### src/rtl/pwm3_tri.sv
module pwm3_tri #(
  parameter int CW = 16,
  parameter int DW = 8
) (
  input  logic          clk,
  input  logic          rst_n,
  input  logic          en,
  input  logic [CW-1:0] period,
  input  logic [DW-1:0] dead,
  input  logic          wr_en,
  input  logic [1:0]    wr_phase,
  input  logic [CW-1:0] wr_data,
  input  logic          sel_we,
  input  logic [2:0]    sel_d,
  input  logic          buf_we,
  input  logic          buf_d,
  input  logic          irq_every4,
  input  logic          irq_on_one,
  output logic [2:0]    pwm_t,
  output logic [2:0]    pwm_c,
  output logic          irq
);
  logic [CW-1:0] cnt;
  logic [2:0]    sel;
  logic          alt, pbuf, icnt;

  wire zero = en && (cnt == '0);
  wire qual = zero && (pbuf == irq_on_one);

  always_ff @(posedge clk or negedge rst_n) begin
    if (!rst_n) begin
      cnt  <= '0;
      alt  <= 1'b0;
      pbuf <= 1'b0;
      sel  <= '0;
      icnt <= 1'b0;
      irq  <= 1'b0;
    end else begin
      if (en) cnt <= zero ? period : cnt - 1'b1;
      if (zero) alt <= ~alt;
      if (buf_we) pbuf <= buf_d;
      else if (zero) pbuf <= ~pbuf;
      if (sel_we) sel <= sel_d;
      irq <= qual && (icnt == irq_every4);
      if (qual) icnt <= irq_every4 ? ~icnt : 1'b0;
    end
  end

  for (genvar g = 0; g < 3; g++) begin : g_ph
    logic [CW-1:0] pri, sec, pc;
    logic          run, ff;
    logic [DW-1:0] dt;

    wire [CW-1:0] ld   = alt ? sec : pri;
    wire          done = run && (pc == 1) && !zero;
    wire          nff  = zero ? pbuf : (done ? ~ff : ff);
    wire          hold = (dt != '0);

    assign pwm_t[g] = hold | ~ff;
    assign pwm_c[g] = hold | ff;

    always_ff @(posedge clk or negedge rst_n) begin
      if (!rst_n) begin
        pri <= '0;
        sec <= '0;
        pc  <= '0;
        run <= 1'b0;
        ff  <= 1'b0;
        dt  <= '0;
      end else begin
        if (wr_en && wr_phase == 2'(g)) begin
          if (sel[g]) sec <= wr_data;
          else        pri <= wr_data;
        end
        if (zero) begin
          pc  <= ld;
          run <= (ld != '0);
        end else if (done) begin
          run <= 1'b0;
        end else if (run) begin
          pc <= pc - 1'b1;
        end
        ff <= nff;
        if (nff != ff) dt <= dead;
        else if (hold) dt <= dt - 1'b1;
      end
    end
  end
endmodule


### config.mk
export PLATFORM = sky130hd
export DESIGN_NAME = pwm3_tri
export DESIGN_NICKNAME = d
export VERILOG_FILES = /design/src/rtl/pwm3_tri.sv
export SDC_FILE = /design/constraint.sdc
export NUM_CORES = 1
export LEC_CHECK = 0
export BUFFER_PORTS_ARGS = -buffer_cell sky130_fd_sc_hd__buf_2
export CORE_MARGIN = 2
export CORE_UTILIZATION = 55
export DETAILED_ROUTE_END_ITERATION = 7
export PLACE_DENSITY = 0.73
export SLEW_MARGIN = 30
export SYNTH_ARGS = -nofsm -noshare
export SYNTH_HDL_FRONTEND = slang
export SYNTH_SLANG_ARGS = --single-unit
### constraint.sdc
create_clock -name clk -period 3.19 [get_ports clk]
set_clock_uncertainty 0.2 [all_clocks]
set_input_delay 0.319 -clock clk [delete_from_list [all_inputs] [get_ports clk]]
set_output_delay 0.319 -clock clk [all_outputs]
set_load 0.02 [all_outputs]
# Word-level counts from Yosys, hierarchy flattened
# Cells that the tools add are included.
totals:
  rom_bits: 0
  inputBits: 54
  out_inout_bits: 7
  latch_bits: 0
  elab_cells: 133
  n_memories: 0
  ram_bits: 0
  reg_bits: 197
classes:
  n_eq_ne: 13
  n_reduce_logical: 40
  n_lt_le_gt_ge: 0
  addsub: 7
  n_mul: 0
  bitwise: 15
  div_mod_pow: 0
  shift: 0
  muxes: 34
op_table:
  columns: ["cell", "count"]
  rows:
  - ["16-bit 2-to-1 mux", 13]
  - ["16-bit by 1-bit subtractor with 16-bit output (second input constant)", 4]
  - ["16-bit by 1-bit equality test with 1-bit output (second input constant)", 3]
  - ["8-bit 2-to-1 mux", 6]
  - ["16-bit nonzero test", 3]
  - ["8-bit nonzero test", 3]
  - ["8-bit by 1-bit subtractor with 8-bit output (second input constant)", 3]
  - ["2-bit nonzero test", 10]
  - ["2-bit AND reduction", 9]
  - ["16-bit logical NOT", 1]
  - ["1-bit 2-to-1 mux", 15]
  - ["1-bit logical AND", 12]
  - ["1-bit inverter", 9]
  - ["2-bit != test (second input constant)", 3]
  - ["1-bit OR", 6]
  - ["1-bit != test", 3]
  - ["1-bit equality test", 2]
  - ["2-bit by 1-bit equality test with 1-bit output (second input constant)", 1]
  - ["2-bit equality test (second input constant)", 1]
  - ["2-bit logical NOT", 1]
  - ["1-bit logical NOT", 1]

# Logic depth before layout (Yosys ltp)
# Gate-level depths: netlist (run 1).
logic_depth:
  word_depth: 8
  ltp_mapped: 9
  ltp_nobuf: 7

# Worst setup path after synthesis (run 1)
# Ideal clock, no wire load.
synth_path:
  path_type: "register to register"
  start: "register g_ph[1].pc[1]"
  end: "register g_ph[1].dt[0]"
  setup_time_ps: 125
  stages_incl_launch_ff: 9
  required_time_ps: 2865
  t_arrival_ps: 2256
  path_buffers: 1
  path_slack_ps: 609
  synth_period_minus_slack_ps: 2581
  path_cell_list: "dfrtp_1 inv_1 ha_1 or4b_2 nor4_4 nand2_2 mux2_2 buf_6 mux2_4"
synth_between:
  elab_chain_cells: 7
  elab_cells_between_ends: 8
  cone_classes: "eq/ne: 2; mux: 3; reduce/logical: 3"
synth_lines:
  columns: ["element", "line", "rtl"]
  rows:
  - ["start, declared", "50", "logic [CW-1:0] pri, sec, pc;"]
  - ["start signal, assigned", "76", "pc <= ld;"]
  - ["start signal, assigned", "81", "pc <= pc - 1'b1;"]
  - ["16-bit by 1-bit equality test with 1-bit output *", "55", "wire done = run && (pc == 1) && !zero;"]
  - ["1-bit logical AND * (2 in a row)", "55", null]
  - ["1-bit 2-to-1 mux * (2 in a row)", "56", "wire nff = zero ? pbuf : (done ? ~ff : ff);"]
  - ["1-bit != test *", "84", "if (nff != ff) dt <= dead;"]
  - ["8-bit 2-to-1 mux / 2-bit nonzero test (equally long branches)", null, null]
  - ["end signal, assigned", "85", "else if (hold) dt <= dt - 1'b1;"]
  - ["end, declared", "52", "logic [DW-1:0] dt;"]
# Every way passes the cells marked *; elsewhere a longest branch is shown, timed or not.
# A chain may end at the register's enable or synchronous reset.

# Worst setup path in the final report (run 1)
layout_path:
  start: "register cnt[7]"
  end: "register pbuf"
layout_between:
  elab_chain_cells: 3
layout_lines:
  columns: ["element", "line", "rtl"]
  rows:
  - ["start, declared", "23", "logic [CW-1:0] cnt;"]
  - ["start signal, assigned", "39", "if (en) cnt <= zero ? period : cnt - 1'b1;"]
  - ["16-bit logical NOT", "27", "wire zero = en && (cnt == '0);"]
  - ["1-bit logical AND", "27", null]
  - ["2-bit nonzero test (no source line)", null, null]
  - ["end signal, assigned", "41", "if (buf_we) pbuf <= buf_d;"]
  - ["end signal, assigned", "42", "else if (zero) pbuf <= ~pbuf;"]
  - ["end, declared", "25", "logic alt, pbuf, icnt;"]
# Every way passes these cells.

==> results of run 1 <==
==> cells by family after synthesis <==
group	Yosys count	share of synthesized area, %
compound gates	170	10.7
xor+xnor	59	5.00
simple gates	253	14.1
fa+ha+maj	15	1.82
buf+inv	77	3.08
mux	162	17.5
flops	197	47.7
==> flip-flops by register name, summed over array words and instances, names as in the netlist <==
name      flops
g_ph.pc      48
g_ph.pri     48
g_ph.sec     48
g_ph.dt      24
cnt          16
g_ph.ff       3
g_ph.run      3
sel           3
alt           1
icnt          1
irq           1
pbuf          1
==> timing repair <==
action	in CTS	in global routing
endpoints found under the hold margin	110	0
hold buffers	24	0
gates resized for setup	0	1
endpoints found under the setup margin	0	1
==> worst reg2reg max path: cells and delay by family, from the launching register on <==
kind,cells,cell delay (ns)
buffers and inverters,3,1.11
and+or+nand+nor,3,0.92
DFF,1,0.42
xor gates and xnor gates,1,0.16
AOI/OAI and AO/OA,1,0.08
==> per-stage QoR <==
stage	hold WS, ns	setup WS, ns	util (%)	area, um^2
after floorplan	-0.177	0.609	-	10300
after global placement	0.209	0.501	58.9	11000
after detailed placement	0.220	0.419	58.9	11000
after CTS	0.0113	0.0976	63.5	11800
after global routing	0.0193	0.0467	63.5	11800
final	0.0266	0.198	63.5	11800
==> how the worst max path moves through the flow <==
stage,startpoint,slack (ns),end,depth (start not counted)
after CTS,cnt[4],0.1,pbuf,8
final,cnt[7],0.20,pbuf,8
after global placement,g_ph[1].pc[1],0.50,g_ph[1].dt[7],7
after floorplan,g_ph[1].pc[1],0.61,g_ph[1].dt[0],8
after detailed placement,g_ph[1].pc[1],0.42,g_ph[1].dt[2],7
after global routing,cnt[4],0.05,pbuf,8
==> power by group through the flow <==
stage | Combinational (uW) | Clock [uW] | Sequential (uW)
finish | 1340 | 2180 | 3380
global route | 1490 | 2330 | 3450
CTS | 1350 | 2230 | 3370
global placement | 1260 | 0 | 3390
floorplan | 988 | 0 | 3300
detailed placement | 1310 | 0 | 3420
==> cell type report <==
| class | instances | area share, % |
|---|---|---|
| multi-input combinational | 659 | 43.5 |
| sequential | 197 | 41.8 |
| timing repair buffer | 101 | 6.08 |
| clock buffer | 19 | 3.75 |
| tap | 234 | 2.48 |
| clock inverter | 13 | 1.39 |
| inverter | 31 | 0.986 |
==> cells in the final DEF, fill, tap and decap left out, drive strengths merged, types with 3 or more instances in the layout <==
cell         count
nor3b            3
nand3           12
dfrtp          197
xor2            14
buf             76
mux2i           34
nor4            27
nand4b           5
a2111oi          3
or3             10
o21ai           35
or4b             4
nor3            37
clkinv           5
ha              15
nor2b           26
inv             37
a22oi           11
a21oi           57
xnor2           45
clkbuf          20
dlygate4sd3     24
nor2            42
nand2b           8
or4              9
o2bb2ai          5
a2111o           4
mux2           128
nand4            3
or2              5
and3             8
nand2           41
o41ai            3
a211oi          32
nor4b            4
o211ai           3
==> routing by layer <==
| metal | track usage (%) | vias to the layer above | wire length, um |
|---|---|---|---|
| li1 | - | 3551 | - |
| met4 | 7.00 | 0 | 461 |
| met3 | 4.62 | 31 | 884 |
| met2 | 38.5 | 143 | 10600 |
| met1 | 34.5 | 3638 | 10800 |
| met5 | 0 | - | 0 |
==> impl_metrics.csv, run 1 <==
group,metric,value,unit
pwr,finalPower,6910,uW
cts,numCtsBuffers,17,
die,fp.coreArea,0.0186,mm^2
final_layout,area_growth,14.2,%
synth,yosys.area.top_type,"dfrtp_1",
die,start_util,55.6,%
placement,hpwl,15.9,mm
synth,yosysMostFrequentCell,"dfrtp_1",
critical_path,slowest_stage,"dlygate4sd3_1",
min_path,min_from,"wr_data[1]",
sta,slew_headroom,35.0,%
pwr,p_leak,0.00476,uW
grt,grt_max_degree,84,
job,maxCapViolCount,0,
critical_path,cp_top_family,"buffers and inverters",
detailed_routing,dr.pass1.iters,4,
sta,slew_viol_final,0,
synth,synth_flop_cell,"dfrtp_1",
critical_path,crit_buf_inv,3,
detailed_routing,dr_total_vias,7363,
critical_path,critPathRequiredTime,3.31,ns
critical_path,worst_r2r_path_depth,8,
critical_path,critPathCaptureType,"register",
pwr,swShare,29.4,%
synth,yosysTopAreaCellShare,47.7,%
detailed_routing,routed_wl,22.8,mm
sta,setup_viol,0,
cts,cts_setup_buffers,0,
critical_path,r2r-end,"pbuf",
final_layout,stdcell_count,1254,
detailed_routing,vias_per_cell,5.87,
synth,seq_area_frac_synth,47.7,%
critical_path,critPathMaxStageDelay,0.56,ns
sta,finalHoldViolCount,0,
synth,ys_async_sr_fraction,100,%
placement,placed_cells,1198,
grt,first_global_vias,7382,
die,io_pins,61,
placement,io_buffer_count,60,
cts,clock_latency,0.44,ns
pwr,p_int,4870,uW
pwr,power.density,585,mW/mm^2
final_layout,final_nets,1076,
synth,ys_warn_count,0,
critical_path,crit_chain,"nor3_1, nand4b_1, buf_4, nor2_4, buf_6, xnor2_1, o21ai_0, dlygate4sd3_1",
pwr,p_sw,2030,uW
die,die_h,141,um
pwr,clockPowerShare,31.6,%
synth,ys_seq_elements,197,
final_layout,seq_area,0.00493,mm^2
critical_path,crit_type,"reg -> reg",
critical_path,r2r_start,"cnt[7]",
outcome,outcome,"complete, no violations",
min_path,min_to,"g_ph[0].pri[1]",
final_layout,n_antenna_cell,0,
final_layout,multi_input_comb_area,0.00514,mm^2
grt,grtUsageTotal,24.3,%
cts,htree_levels,4,
detailed_routing,postRouteAntennaNets,0,
synth,netlist_instances,933,
detailed_routing,wl_per_cell,18.2,um
sta,rsz0062_at_grt,"no",
min_path,min_delay_path_depth,2,
pwr,comb_power_share,19.4,%
synth,synth_area,0.0103,mm^2
sta,timing.fmax,0.334,GHz
die,die_area,0.0199,mm^2
synth,synth_area_leaders,"dfrtp_1 (48%), mux2_2 (13%), xnor2_1 (3.8%)",
critical_path,crit_path_start_kind,"register",
grt,grt_antenna_before_repair,0,
cts,clock_path_buffers,2,
synth,synth_common_cells,"dfrtp_1 (197), mux2_2 (123), a21oi_1 (57)",
sta,tightest_slew,0.969,ns
detailed_routing,drc,0,
critical_path,reg2reg_slack,0.20,ns
sta,finalCriticalPeriod,2.99,ns
cts,cts_tree,"built",
critical_path,arrival,3.11,ns
detailed_routing,initialDrtViolationCount,446,
placement,gp_congestion,0.858,
final_layout,fillerInstances,1482,
grt,grt_pass1_wl,38.6,mm
cts,cts_root_buffer,"clkbuf_16",
synth,synth_nets,1002,
sta,fin_tns_setup,0,ns
min_path,hp-class,"in -> reg",
die,std_cell_rows,50,
sta,finalCritPeriodShare,93.8,%
grt,overflow,0,
synth,syn-mean-instance-area,11.1,um^2
cts,clk_pin_slew,0.08,ns
die,dieWidth,141,um
synth,ys_types,70,
synth,synth-edff-count,0,
pwr,ir_drop,0.000385,V
pwr,pwr-share-seq,48.9,%
final_layout,drive_gt1_share,25.8,%
critical_path,critical_path.max_fanout,39,
cts,clkSinkCount,197,
Note: power is estimated with default switching activity, not from simulation.
==> run 2, diff against run 1 <==
--- a/config.mk
+++ b/config.mk
@@ -9,7 +9,7 @@
 export CORE_MARGIN = 2
 export CORE_UTILIZATION = 55
 export DETAILED_ROUTE_END_ITERATION = 7
-export PLACE_DENSITY = 0.73
+export PLACE_DENSITY = 0.72
 export SLEW_MARGIN = 30
 export SYNTH_ARGS = -nofsm -noshare
 export SYNTH_HDL_FRONTEND = slang
==> impl_metrics.csv, run 2 (synthesis gave the netlist of run 1 again) <==
group,metric,value,unit
final_layout,multi_input_comb_area,0.00514,mm^2
placement,post-place-ws,0.387,ns
cts,clkSinkCount,197,
critical_path,critPathCaptureType,"output pin",
final_layout,n_antenna_cell,0,
final_layout,mostFrequentLayoutCell,"dfrtp_1",
sta,slew_viol_final,0,
grt,grt_max_degree,92,
die,die_area,0.0199,mm^2
detailed_routing,drc,0,
critical_path,path_common_cell,"or3_1",
sta,finalCritPeriodShare,91.1,%
final_layout,final_nets,1075,
detailed_routing,postRouteAntennaNets,0,
pwr,power.density,581,mW/mm^2
sta,fin_tns_setup,0,ns
critical_path,crit_buf_inv,1,
die,die_h,141,um
detailed_routing,dr.pass1.iters,4,
cts,clock_path_buffers,2,
final_layout,reg_top3,"g_ph.pc x48, g_ph.pri x48, g_ph.sec x48",
critical_path,slowest_stage,"nor3b_2",
outcome,outcome,"complete, no violations",
placement,hpwl,15.7,mm
die,std_cell_rows,50,
critical_path,critPathRequiredTime,2.67,ns
final_layout,seq_area,0.00493,mm^2
grt,grtUsageTotal,23.7,%
grt,first_global_vias,7150,
detailed_routing,dr_total_vias,7315,
detailed_routing,initialDrtViolationCount,457,
critical_path,reg2reg_slack,0.30,ns
sta,whs,0.0168,ns
sta,finalHoldViolCount,0,
sta,slew_headroom,45.9,%
placement,io_buffer_count,60,
sta,worst_slack,0.283,ns
cts,numCtsBuffers,17,
sta,rsz0062_at_grt,"no",
sta,finalCriticalPeriod,2.91,ns
sta,tightest_slew,0.809,ns
cts,clock_latency,0.43,ns
cts,cts_root_buffer,"clkbuf_16",
min_path,hp-class,"in -> reg",
die,start_util,55.6,%
placement,place_area,0.0110,mm^2
die,io_pins,61,
sta,setup_viol,0,
placement,gp_congestion,0.859,
final_layout,fin_util,63.3,%
final_layout,layout_common_cells,"dfrtp_1 (196), mux2_2 (123), buf_2 (59), a21oi_1 (57), xnor2_1 (45)",
final_layout,design_area,0.0118,mm^2
final_layout,fillerInstances,1458,
job,maxCapViolCount,0,
critical_path,critPathMaxStageDelay,0.50,ns
final_layout,area_growth,13.8,%
cts,htree_levels,4,
grt,grt_antenna_before_repair,0,
detailed_routing,wl_per_cell,18.0,um
die,dieWidth,141,um
pwr,p_leak,0.00474,uW
die,fp.coreArea,0.0186,mm^2
critical_path,crit_type,"reg -> out",
cts,clk_pin_slew,0.07,ns
critical_path,cp_top_family,"simple AND/OR/NAND/NOR gates",
critical_path,crit_path_start_kind,"register",
critical_path,arrival,2.39,ns
critical_path,crit_chain,"or3_1, or3_1, nor3b_2, nand2_1, buf_2",
cts,cts_tree,"built",
detailed_routing,vias_per_cell,5.84,
grt,grt_pass1_wl,37.6,mm
pwr,ir_drop,0.000382,V
grt,overflow,0,
critical_path,critical_path.max_fanout,8,
sta,timing.fmax,0.344,GHz
detailed_routing,routed_wl,22.6,mm
final_layout,drive_gt1_share,25.8,%
[run 2: cell type report]
cell class                      instances  area share, %
Clock inverter                         10          0.937
Sequential cell                       197           41.9
Tap cell                              234           2.49
Clock buffer                           22           3.95
Inverter                               31          0.990
Timing Repair Buffer                  100           5.98
Multi-Input combinational cell        659           43.7
[run 2: report_power, final]
| part | switching, uW | leakage (uW) | total (uW) | internal, uW |
|---|---|---|---|---|
| logic | 594 | 0.00223 | 1330 | 737 |
| registers | 403 | 0.00223 | 3390 | 2980 |
| clock network | 967 | 0.000279 | 2110 | 1140 |
| total | 1960 | 0.00474 | 6830 | 4860 |
[run 2: stage by stage]
step,total power (uW),std cells
after global routing,7210,1253
after detailed placement,4720,1200
after global placement,4660,1200
after CTS,6870,1253
after floorplan,4290,933
final,6830,1253
[run 2: tightest hold or removal path, stage by stage]
cell,delay (ns)
buf_2,0.07
o21ai_0,0.07
a2bb2oi_1,0.14
[run 2: what timing repair did]
item | in CTS | in global routing
buffers inserted | 0 | 0
hold endpoints to repair | 114 | 0
setup endpoints to repair | 0 | 1
gates resized for setup | 0 | 1
hold buffers | 21 | 0
[run 2: routing by layer]
metal  wire length, um  global-route usage (%)
met1             11100                    34.7
met2             10300                    36.7
met3               918                    4.55
met4               288                    5.47
met5                 0                       0
[run 2: path summary, 6_finish.rpt]
path                                start         endpoint  cells after the start
max in group asynchronous           rst_n  g_ph[2].sec[12]                      3
max reg2reg                        cnt[4]             pbuf                      8
min in group asynchronous           rst_n          cnt[11]                      2
min reg2reg                g_ph[0].sec[6]   g_ph[0].sec[6]                      1
min                            period[12]          cnt[12]                      3
max                         g_ph[2].dt[2]         pwm_t[2]                      5
